<file path="src/rtl/spi_byte_rx.sv">
module spi_byte_rx #(
  parameter int SYNC_STAGES = 2,
  parameter int WORD_BITS   = 8
) (
  input  logic                 clk,
  input  logic                 rst_n,
  input  logic                 ser_clk,
  input  logic                 ser_dat,
  input  logic                 dc_sel,
  input  logic                 cs_n,
  output logic [WORD_BITS-1:0] byte_out,
  output logic                 ram_wr,
  output logic                 cmd_wr
);
  localparam int CW = $clog2(WORD_BITS);

  logic [SYNC_STAGES-1:0] sck_q, dat_q, dc_q, cs_q;
  logic                   sck_prev;
  logic [CW-1:0]          cnt;
  logic [WORD_BITS-1:0]   shreg;

  always_ff @(posedge clk or negedge rst_n) begin
    if (!rst_n) begin
      sck_q    <= '0;
      dat_q    <= '0;
      dc_q     <= '0;
      cs_q     <= '1;
      sck_prev <= 1'b0;
    end else begin
      sck_q    <= {sck_q[SYNC_STAGES-2:0], ser_clk};
      dat_q    <= {dat_q[SYNC_STAGES-2:0], ser_dat};
      dc_q     <= {dc_q[SYNC_STAGES-2:0], dc_sel};
      cs_q     <= {cs_q[SYNC_STAGES-2:0], cs_n};
      sck_prev <= sck_q[SYNC_STAGES-1];
    end
  end

  wire sck_s = sck_q[SYNC_STAGES-1];
  wire dat_s = dat_q[SYNC_STAGES-1];
  wire dc_s  = dc_q[SYNC_STAGES-1];
  wire cs_s  = cs_q[SYNC_STAGES-1];

  wire                 rise      = sck_s & ~sck_prev & ~cs_s;
  wire                 last_bit  = (cnt == CW'(WORD_BITS-1));
  wire [WORD_BITS-1:0] assembled = {shreg[WORD_BITS-2:0], dat_s};

  always_ff @(posedge clk or negedge rst_n) begin
    if (!rst_n) begin
      cnt      <= '0;
      shreg    <= '0;
      byte_out <= '0;
      ram_wr   <= 1'b0;
      cmd_wr   <= 1'b0;
    end else begin
      ram_wr <= 1'b0;
      cmd_wr <= 1'b0;
      if (cs_s) begin
        cnt <= '0;
      end else if (rise) begin
        shreg <= assembled;
        if (last_bit) begin
          cnt      <= '0;
          byte_out <= assembled;
          ram_wr   <= dc_s;
          cmd_wr   <= ~dc_s;
        end else begin
          cnt <= cnt + CW'(1);
        end
      end
    end
  end

  p_excl_r3: assert property (@(posedge clk) disable iff (!rst_n)
    !(ram_wr && cmd_wr));

  p_pulse_r4: assert property (@(posedge clk) disable iff (!rst_n)
    (ram_wr || cmd_wr) |=> !(ram_wr || cmd_wr));

  p_cs_clear_r6: assert property (@(posedge clk) disable iff (!rst_n)
    cs_s |=> (cnt == '0));

  p_cs_quiet_r7: assert property (@(posedge clk) disable iff (!rst_n)
    cs_s |=> !(ram_wr || cmd_wr));

  p_hold_r9: assert property (@(posedge clk) disable iff (!rst_n)
    !(ram_wr || cmd_wr) |-> (byte_out == $past(byte_out)));
endmodule

</file>
<file path="config.mk">
export PLATFORM = sky130hd
export DESIGN_NAME = spi_byte_rx
export DESIGN_NICKNAME = d
export VERILOG_FILES = /design/src/rtl/spi_byte_rx.sv
export SDC_FILE = /design/constraint.sdc
export NUM_CORES = 1
export LEC_CHECK = 0
export CORE_UTILIZATION = 40
export DETAILED_ROUTE_END_ITERATION = 10
export HOLD_SLACK_MARGIN = 0.1
export PLACE_DENSITY = 0.73
export REMOVE_ABC_BUFFERS = 1
export SLEW_MARGIN = 20
export SYNTH_ARGS = -nofsm -noshare
export SYNTH_HDL_FRONTEND = slang
export SYNTH_SLANG_ARGS = --single-unit
</file>
<file path="constraint.sdc">
create_clock -name clk -period 1.82 [get_ports clk]
set_input_delay 0.364 -clock clk [delete_from_list [all_inputs] [get_ports clk]]
set_output_delay 0.364 -clock clk [all_outputs]
set_load 0.02 [all_outputs]
</file>
# After elaboration in Yosys (flattened, before gate mapping)
# Cells that the tools add are included.
# op_classes
n_addsub	1
eq_ne	1
n_mux	9
n_bitwise	5
n_reduce_logical	3
# ops
op	count
2-to-1 mux 3 bit	3
2-to-1 mux 1 bit	6
adder 3 x 1 -> 3 bit (second input constant)	1
equality test 3 bit (second input constant)	1
NOT 1 bit	3
AND reduction 3 bit	1
AND 1 bit	2
AND reduction 2 bit	1
nonzero test 2 bit	1
# totals
regBits	29
in_bits	6
out_inout_bits	10
wordCells	29

# Depth between registers and ports, before layout
# Gate-level depths: netlist of run 1.
# depth
depth_word	5
ltp_mapped	5
depth_no_buf	5

# Worst setup path after synthesis of run 1
# No wires, ideal clock.
# synth_path
path_kind	register -> register
startpoint	reg cnt[0]
endpoint	reg byte_out[0]
setup_ns	0.125
t_arrival_ns	1.271
required_time_ns	1.695
path_slack_ns	0.424
path_stages_with_launch	6
path_buffers	1
synth_period_minus_slack_ns	1.396
path_cell_list	dfrtp_1 -> ha_1 -> ha_1 -> nor3b_2 -> buf_6 -> mux2_2
# synth_between
elab_chain_cells	2
# synth_lines
item	line	rtl
start, declared	19	logic [CW-1:0] cnt;
start signal, assigned	67	cnt <= cnt + CW'(1);
equality test 3 bit	44	wire last_bit = (cnt == CW'(WORD_BITS-1));
AND reduction 3 bit (no source line)	n/a	
end signal, assigned	63	byte_out <= assembled;
end, declared	11	output logic [WORD_BITS-1:0] byte_out,
# Every way passes these cells.
# A chain may end at the register's enable or synchronous reset.

# Worst setup path in the final report of run 1
# layout_path
startpoint	reg byte_out[0]
endpoint	out byte_out[0]
# No word-level cell between the ends.

==> impl_metrics.yaml, run 1 <==
route:
  drt_wl_total_um: 1402
  final_antenna_net_count: 0
  routedWlPerCell_um: 12.41
  firstDrtPassIters: 2
  drc_errors: 0
  num_vias: 520
  drt_iter0_drc: 1
  drt-vias-per-instance: 4.602
clock_tree:
  cts_resized: 0
  path_clk_slew_ps: 90
  cts_tree: "done"
  cts_buffer_depth: 2
  cts_buffers: 5
  postCtsSetupRepairBufs: 0
  cts-root-buf: "clkbuf_4"
  cts_num_sinks: 29
  htree_levels: 2
  holdBufCountCts: 0
  clk_latency_ps: 330
worst_setup_path:
  worstSetupPathType: "reg2out"
  critPathMaxStageDelay_ps: 610
  worst-path-stages: 1
  worstPathRequired_ps: 1460
  cp-end-kind: "output port"
  critPathBufInv: 1
  crit_path_top_delay_cell: "clkdlybuf4s50_1"
  startpoint_type: "flip-flop"
  crit_chain: "clkdlybuf4s50_1"
  reg2reg_depth: 5
  crit_family: "buffers and inverters"
  cp_data_arrival_time_ps: 1300
  crit_fanout: 2
  r2r_start: "cnt[0]$_DFFE_PN0P_"
  critPathLaunch: "byte_out[0]$_DFFE_PN0P_"
layout:
  fillCellCount: 215
  final_nets: 90
  n_antenna_cell: 0
  syn_to_final_growth_pct: 23.10
  seqCellArea_sq_um: 728.2
  drive_gt1_share_pct: 33.73
  multi_input_area_sq_um: 284.0
sta:
  finalMaxSlewViolations: 0
  finalCriticalPeriod_ps: 1668
  finClkSkew_ps: 15.23
  fmax_mhz: 599.7
  finalSetupTns_ps: 0
  fin_crit_sh_pct: 91.62
  finalSetupViolCount: 0
  hold_viol_final: 0
  max_slew_margin_pct: 74.04
  rsz0062_at_grt: "no"
  worst_pin_slew_ps: 389.0
floorplanning:
  initial_utilization_pct: 42.15
  dieHeight_um: 52.86
  die_width_um: 52.86
  std_cell_rows: 18
  core-area_sq_mm: 0.002455
  num_io_pins: 16
  dieArea_sq_mm: 0.002794
logic_synthesis:
  ys_types: 12
  synth.cells.most_frequent: "dfrtp_1 (27), mux2_2 (15), nor2_1 (4)"
  yosysSeqAreaShare_pct: 70.37
  synth.yosys.warnings: 0
  synthTopCellsByArea: "dfrtp_1 (65%), mux2_2 (16%), dfstp_2 (5.1%)"
  synth_area_sq_mm: 0.001035
  synth_area_leader_cell: "dfrtp_1"
  synth_edf_count: 0
  async_flop_share_pct: 100.0
  ys.flop_type: "dfrtp_1"
  synth-seq-cells: 29
  avgSynthCellArea_sq_um: 17.25
  syn_inst: 60
  synth_top_area_share_pct: 65.30
  yosys.cell_count.top_type: "dfrtp_1"
global_route:
  antenna_found_initial: 0
  grt_first_pass_wirelength_um: 2504
  grt_overflow: 0
  grt_max_degree: 30
  grtUsageTotal_pct: 14.01
  grt_pass1_vias: 586
placed_design:
  place_hpwl_um: 974.8
  place.port_buffers: 15
  gp_congestion: 0.6644
pwr:
  ir_worst_vdd_mv: 0.6760
  leakagePower_nw: 0.6065
  finalPower_w: 0.001264
  p_per_area_mw_per_mm2: 992.2
worst_hold_path:
  worstHoldPathType: "reg2reg"
  holdPathStages: 0
  worstHoldStart: "sck_q[0]$_DFF_PN0_"
status:
  status: "finished, final reports clean"
flow_run:
  max_cap_violations: 0
## sequential cells by signal, summed over array words and instances, names as in the netlist
register / cells
sck_prev: 1
shreg: 7
dat_q: 2
cnt: 3
dc_q: 2
cs_q: 2
ram_wr: 1
sck_q: 2
byte_out: 8
cmd_wr: 1
## final timing paths
check | slack (ps) | endpoint
worst max-delay path | 150 | byte_out[0]
worst min-delay path | 340 | sck_q[1]$_DFF_PN0_
worst max register to register | 300 | byte_out[1]$_DFFE_PN0P_
worst min register to register | 340 | sck_q[1]$_DFF_PN0_
max in group asynchronous | 1120 | cs_q[1]$_DFF_PN1_
min in group asynchronous | 390 | byte_out[0]$_DFFE_PN0P_
## layer usage
layer / vias to the layer above / wire length (um) / track usage (%)
met5: - / 0 / 0
met4: 0 / 48 / 9.211
met3: 5 / 89 / 7.759
met2: 15 / 652 / 21.10
met1: 256 / 611 / 14.97
li1: 244 / - / -
## layout make-up
| type | instances | share of cell area, % |
|---|---|---|
| sequential | 29 | 57.17 |
| multi-input combinational | 29 | 22.30 |
| timing repair buffer | 17 | 12.97 |
| clock buffer | 8 | 4.617 |
| tap | 30 | 2.947 |
## power by group
group	total (W)	leakage [nW]	internal, W	switching [W]
combinational	0.000100	0.204	0.0000652	0.0000350
sequential	0.000768	0.370	0.000721	0.0000468
clock	0.000396	0.0326	0.000190	0.000205
total	0.00126	0.606	0.000977	0.000287
## stage by stage
step / hold slack, ps / setup WS (ps) / instance area [sq um] / std cells / utilization [%]
floorplan: 68.41 / 240.6 / 1012 / 58 / -
global placement: 332.1 / 358.7 / 1215 / 105 / 49.49
detailed placement: 334.7 / 307.4 / 1215 / 105 / 49.49
CTS: 348.0 / 123.1 / 1274 / 113 / 51.89
global route: 366.5 / 82.72 / 1274 / 113 / 51.89
finish: 341.8 / 152.5 / 1274 / 113 / 51.89
## cells by family after synthesis
kind of cell	count (synthesis)	share of synthesized area, %
flops	29	70.38
fa+ha+maj	2	2.418
simple gates	9	5.804
buf+inv	2	2.176
mux	18	19.23
## placed cells by master (no fill, tap or decap), drive strengths merged
cell type / netlist / final
clkbuf: 0 / 8
and2: 1 / 1
dfstp: 2 / 2
mux2i: 3 / 3
nor2: 5 / 5
nor3b: 1 / 1
nor2b: 1 / 1
ha: 2 / 2
dfrtp: 27 / 27
nand2b: 1 / 1
buf: 2 / 2
mux2: 15 / 15
clkdlybuf4s50: 0 / 15
No activity file was read; power rests on OpenSTA's default activity.
==> run 2: changes to the inputs <==
Settings changed: CORE_MARGIN from default to 5.
==> impl_metrics.yaml, run 2 (synthesis results as in run 1) <==
status:
  status: "finished, final reports clean"
worst_setup_path:
  reg2reg_depth: 5
  r2r-end: "byte_out[4]$_DFFE_PN0P_"
  r2r_slack_ps: 210
  critPathMaxStageDelay_ps: 610
  crit_chain: "clkdlybuf4s50_1"
  crit_fanout: 2
  cp-end-kind: "output port"
  worstSetupPathType: "reg2out"
  worstPathRequired_ps: 1460
  r2r_start: "cnt[0]$_DFFE_PN0P_"
  critPathBufInv: 1
  crit_path_top_delay_cell: "clkdlybuf4s50_1"
  startpoint_type: "flip-flop"
  crit_family: "buffers and inverters"
  cp_data_arrival_time_ps: 1280
layout:
  syn_to_final_growth_pct: 25.64
  final_common_cell: "dfrtp_1"
  regMostFlops: "byte_out"
  n_antenna_cell: 0
  final_nets: 90
  most-common-layout-cells: "dfrtp_1 (27), mux2_2 (15), clkdlybuf4s50_1 (15)"
  drive_gt1_share_pct: 34.94
  largestRegisters: "byte_out: 8 flops, shreg: 7 flops, cnt: 3 flops"
  largest_register_ffs: 8
worst_hold_path:
  holdPathStages: 0
  worstHoldStart: "dc_q[0]$_DFF_PN0_"
  worstHoldPathType: "reg2reg"
  holdPathEnd: "dc_q[1]$_DFF_PN0_"
route:
  num_vias: 526
  drt_wl_total_um: 1403
  drt-vias-per-instance: 4.655
  drc_errors: 0
  drt_iter0_drc: 4
  firstDrtPassIters: 4
  final_antenna_net_count: 0
  routedWlPerCell_um: 12.42
clock_tree:
  cts_buffer_depth: 2
  htree_levels: 2
  cts_buffers: 5
  cts_num_sinks: 29
  holdBufCountCts: 0
  postCtsSetupRepairBufs: 0
  clk_latency_ps: 320
  cts-root-buf: "clkbuf_4"
  cts_tree: "done"
  path_clk_slew_ps: 80
  cts_resized: 0
global_route:
  grt_first_pass_wirelength_um: 2594
  grt_pass1_vias: 581
  antenna_found_initial: 0
  grt_max_degree: 30
  grt_overflow: 0
  grtUsageTotal_pct: 10.19
floorplanning:
  initial_utilization_pct: 41.77
  die_width_um: 60.86
  dieArea_sq_mm: 0.003704
  core-area_sq_mm: 0.002477
  dieHeight_um: 60.86
  std_cell_rows: 18
  num_io_pins: 16
pwr:
  finalPower_w: 0.001405
  swShare_pct: 20.68
  p_per_area_mw_per_mm2: 1081
  clkPwrFrac_pct: 38.0
  ir_worst_vdd_mv: 0.6365
  power_switching_w: 0.0002906
  comb_power_share_pct: 7.1
  leakagePower_nw: 0.6194
  p_int_w: 0.001114
  p_seq_share_pct: 54.9
sta:
  finClkSkew_ps: 10.17
  holdWs_ps: 354.3
  fmax_mhz: 609.1
  fin_crit_sh_pct: 90.20
  max_slew_margin_pct: 76.72
  finalCriticalPeriod_ps: 1642
  finalSetupTns_ps: 0
  rsz0062_at_grt: "no"
  finalSetupViolCount: 0
  worst_pin_slew_ps: 348.8
  hold_viol_final: 0
  finalMaxSlewViolations: 0
flow_run:
  max_cap_violations: 0
placed_design:
  place.port_buffers: 15
  place_hpwl_um: 1006
  gp_congestion: 0.7195
[run 2: changes by cell type in the layout (fill, tap and decap cells not counted)]
cell,delta
bufinv_16,+1
clkbuf_1,-1
[run 2: power groups by stage]
stage,logic (W),registers (W),clock network (W)
2_1_floorplan,0.0000697,0.000765,0
3_3_place_gp,0.0000977,0.000779,0
3_5_place_dp,0.000103,0.000784,0
4_1_cts,0.000103,0.000771,0.000549
5_1_grt,0.000115,0.000782,0.000581
6_report,0.0000998,0.000771,0.000534
[run 2: worst max path at each step]
stage / startpoint / endpoint / slack, ps / cells past startpoint
global route: byte_out[0]$_DFFE_PN0P_ / byte_out[0] / 100 / 1
global placement: cnt[0]$_DFFE_PN0P_ / byte_out[2]$_DFFE_PN0P_ / 270 / 5
floorplan: cnt[0]$_DFFE_PN0P_ / byte_out[0]$_DFFE_PN0P_ / 240 / 4
CTS: byte_out[4]$_DFFE_PN0P_ / byte_out[4] / 150 / 1
detailed placement: cnt[0]$_DFFE_PN0P_ / byte_out[6]$_DFFE_PN0P_ / 210 / 5
finish: byte_out[0]$_DFFE_PN0P_ / byte_out[0] / 180 / 1
[run 2: worst reg2reg max path, delay by kind of cell (launching register included)]
family | cells | cell delay, ps
and+or+nand+nor | 1 | 250
adders and majority gates | 2 | 310
muxes | 1 | 340
buffers and inverters | 1 | 210
DFF | 1 | 390
[run 2: through the flow]
stage               util (%)  worst slack, ps  area (sq um)  cells
floorplan                  -            240.6          1012     58
global route           52.47            104.6          1300    113
global placement       49.04            266.5          1215    105
CTS                    52.47            154.5          1300    113
finish                 52.47            178.3          1300    113
detailed placement     49.04            210.7          1215    105
[run 2: routing by layer]
metal / wire, um / track usage, % / up-vias
li1: - / - / 248
met1: 595 / 12.74 / 263
met2: 687 / 13.89 / 11
met3: 77 / 3.830 / 4
met4: 42 / 8.359 / 0
met5: 0 / 0 / -
[run 2: final cells by class]
| cell class | instances | area [sq um] |
|---|---|---|
| Clock buffer | 7 | 55.05 |
| Timing Repair Buffer | 17 | 165.2 |
| Sequential cell | 29 | 728.2 |
| Tap cell | 30 | 37.54 |
| Multi-Input combinational cell | 29 | 284.0 |
| Fill cell | 211 | 1177 |
| Clock inverter | 1 | 30.03 |
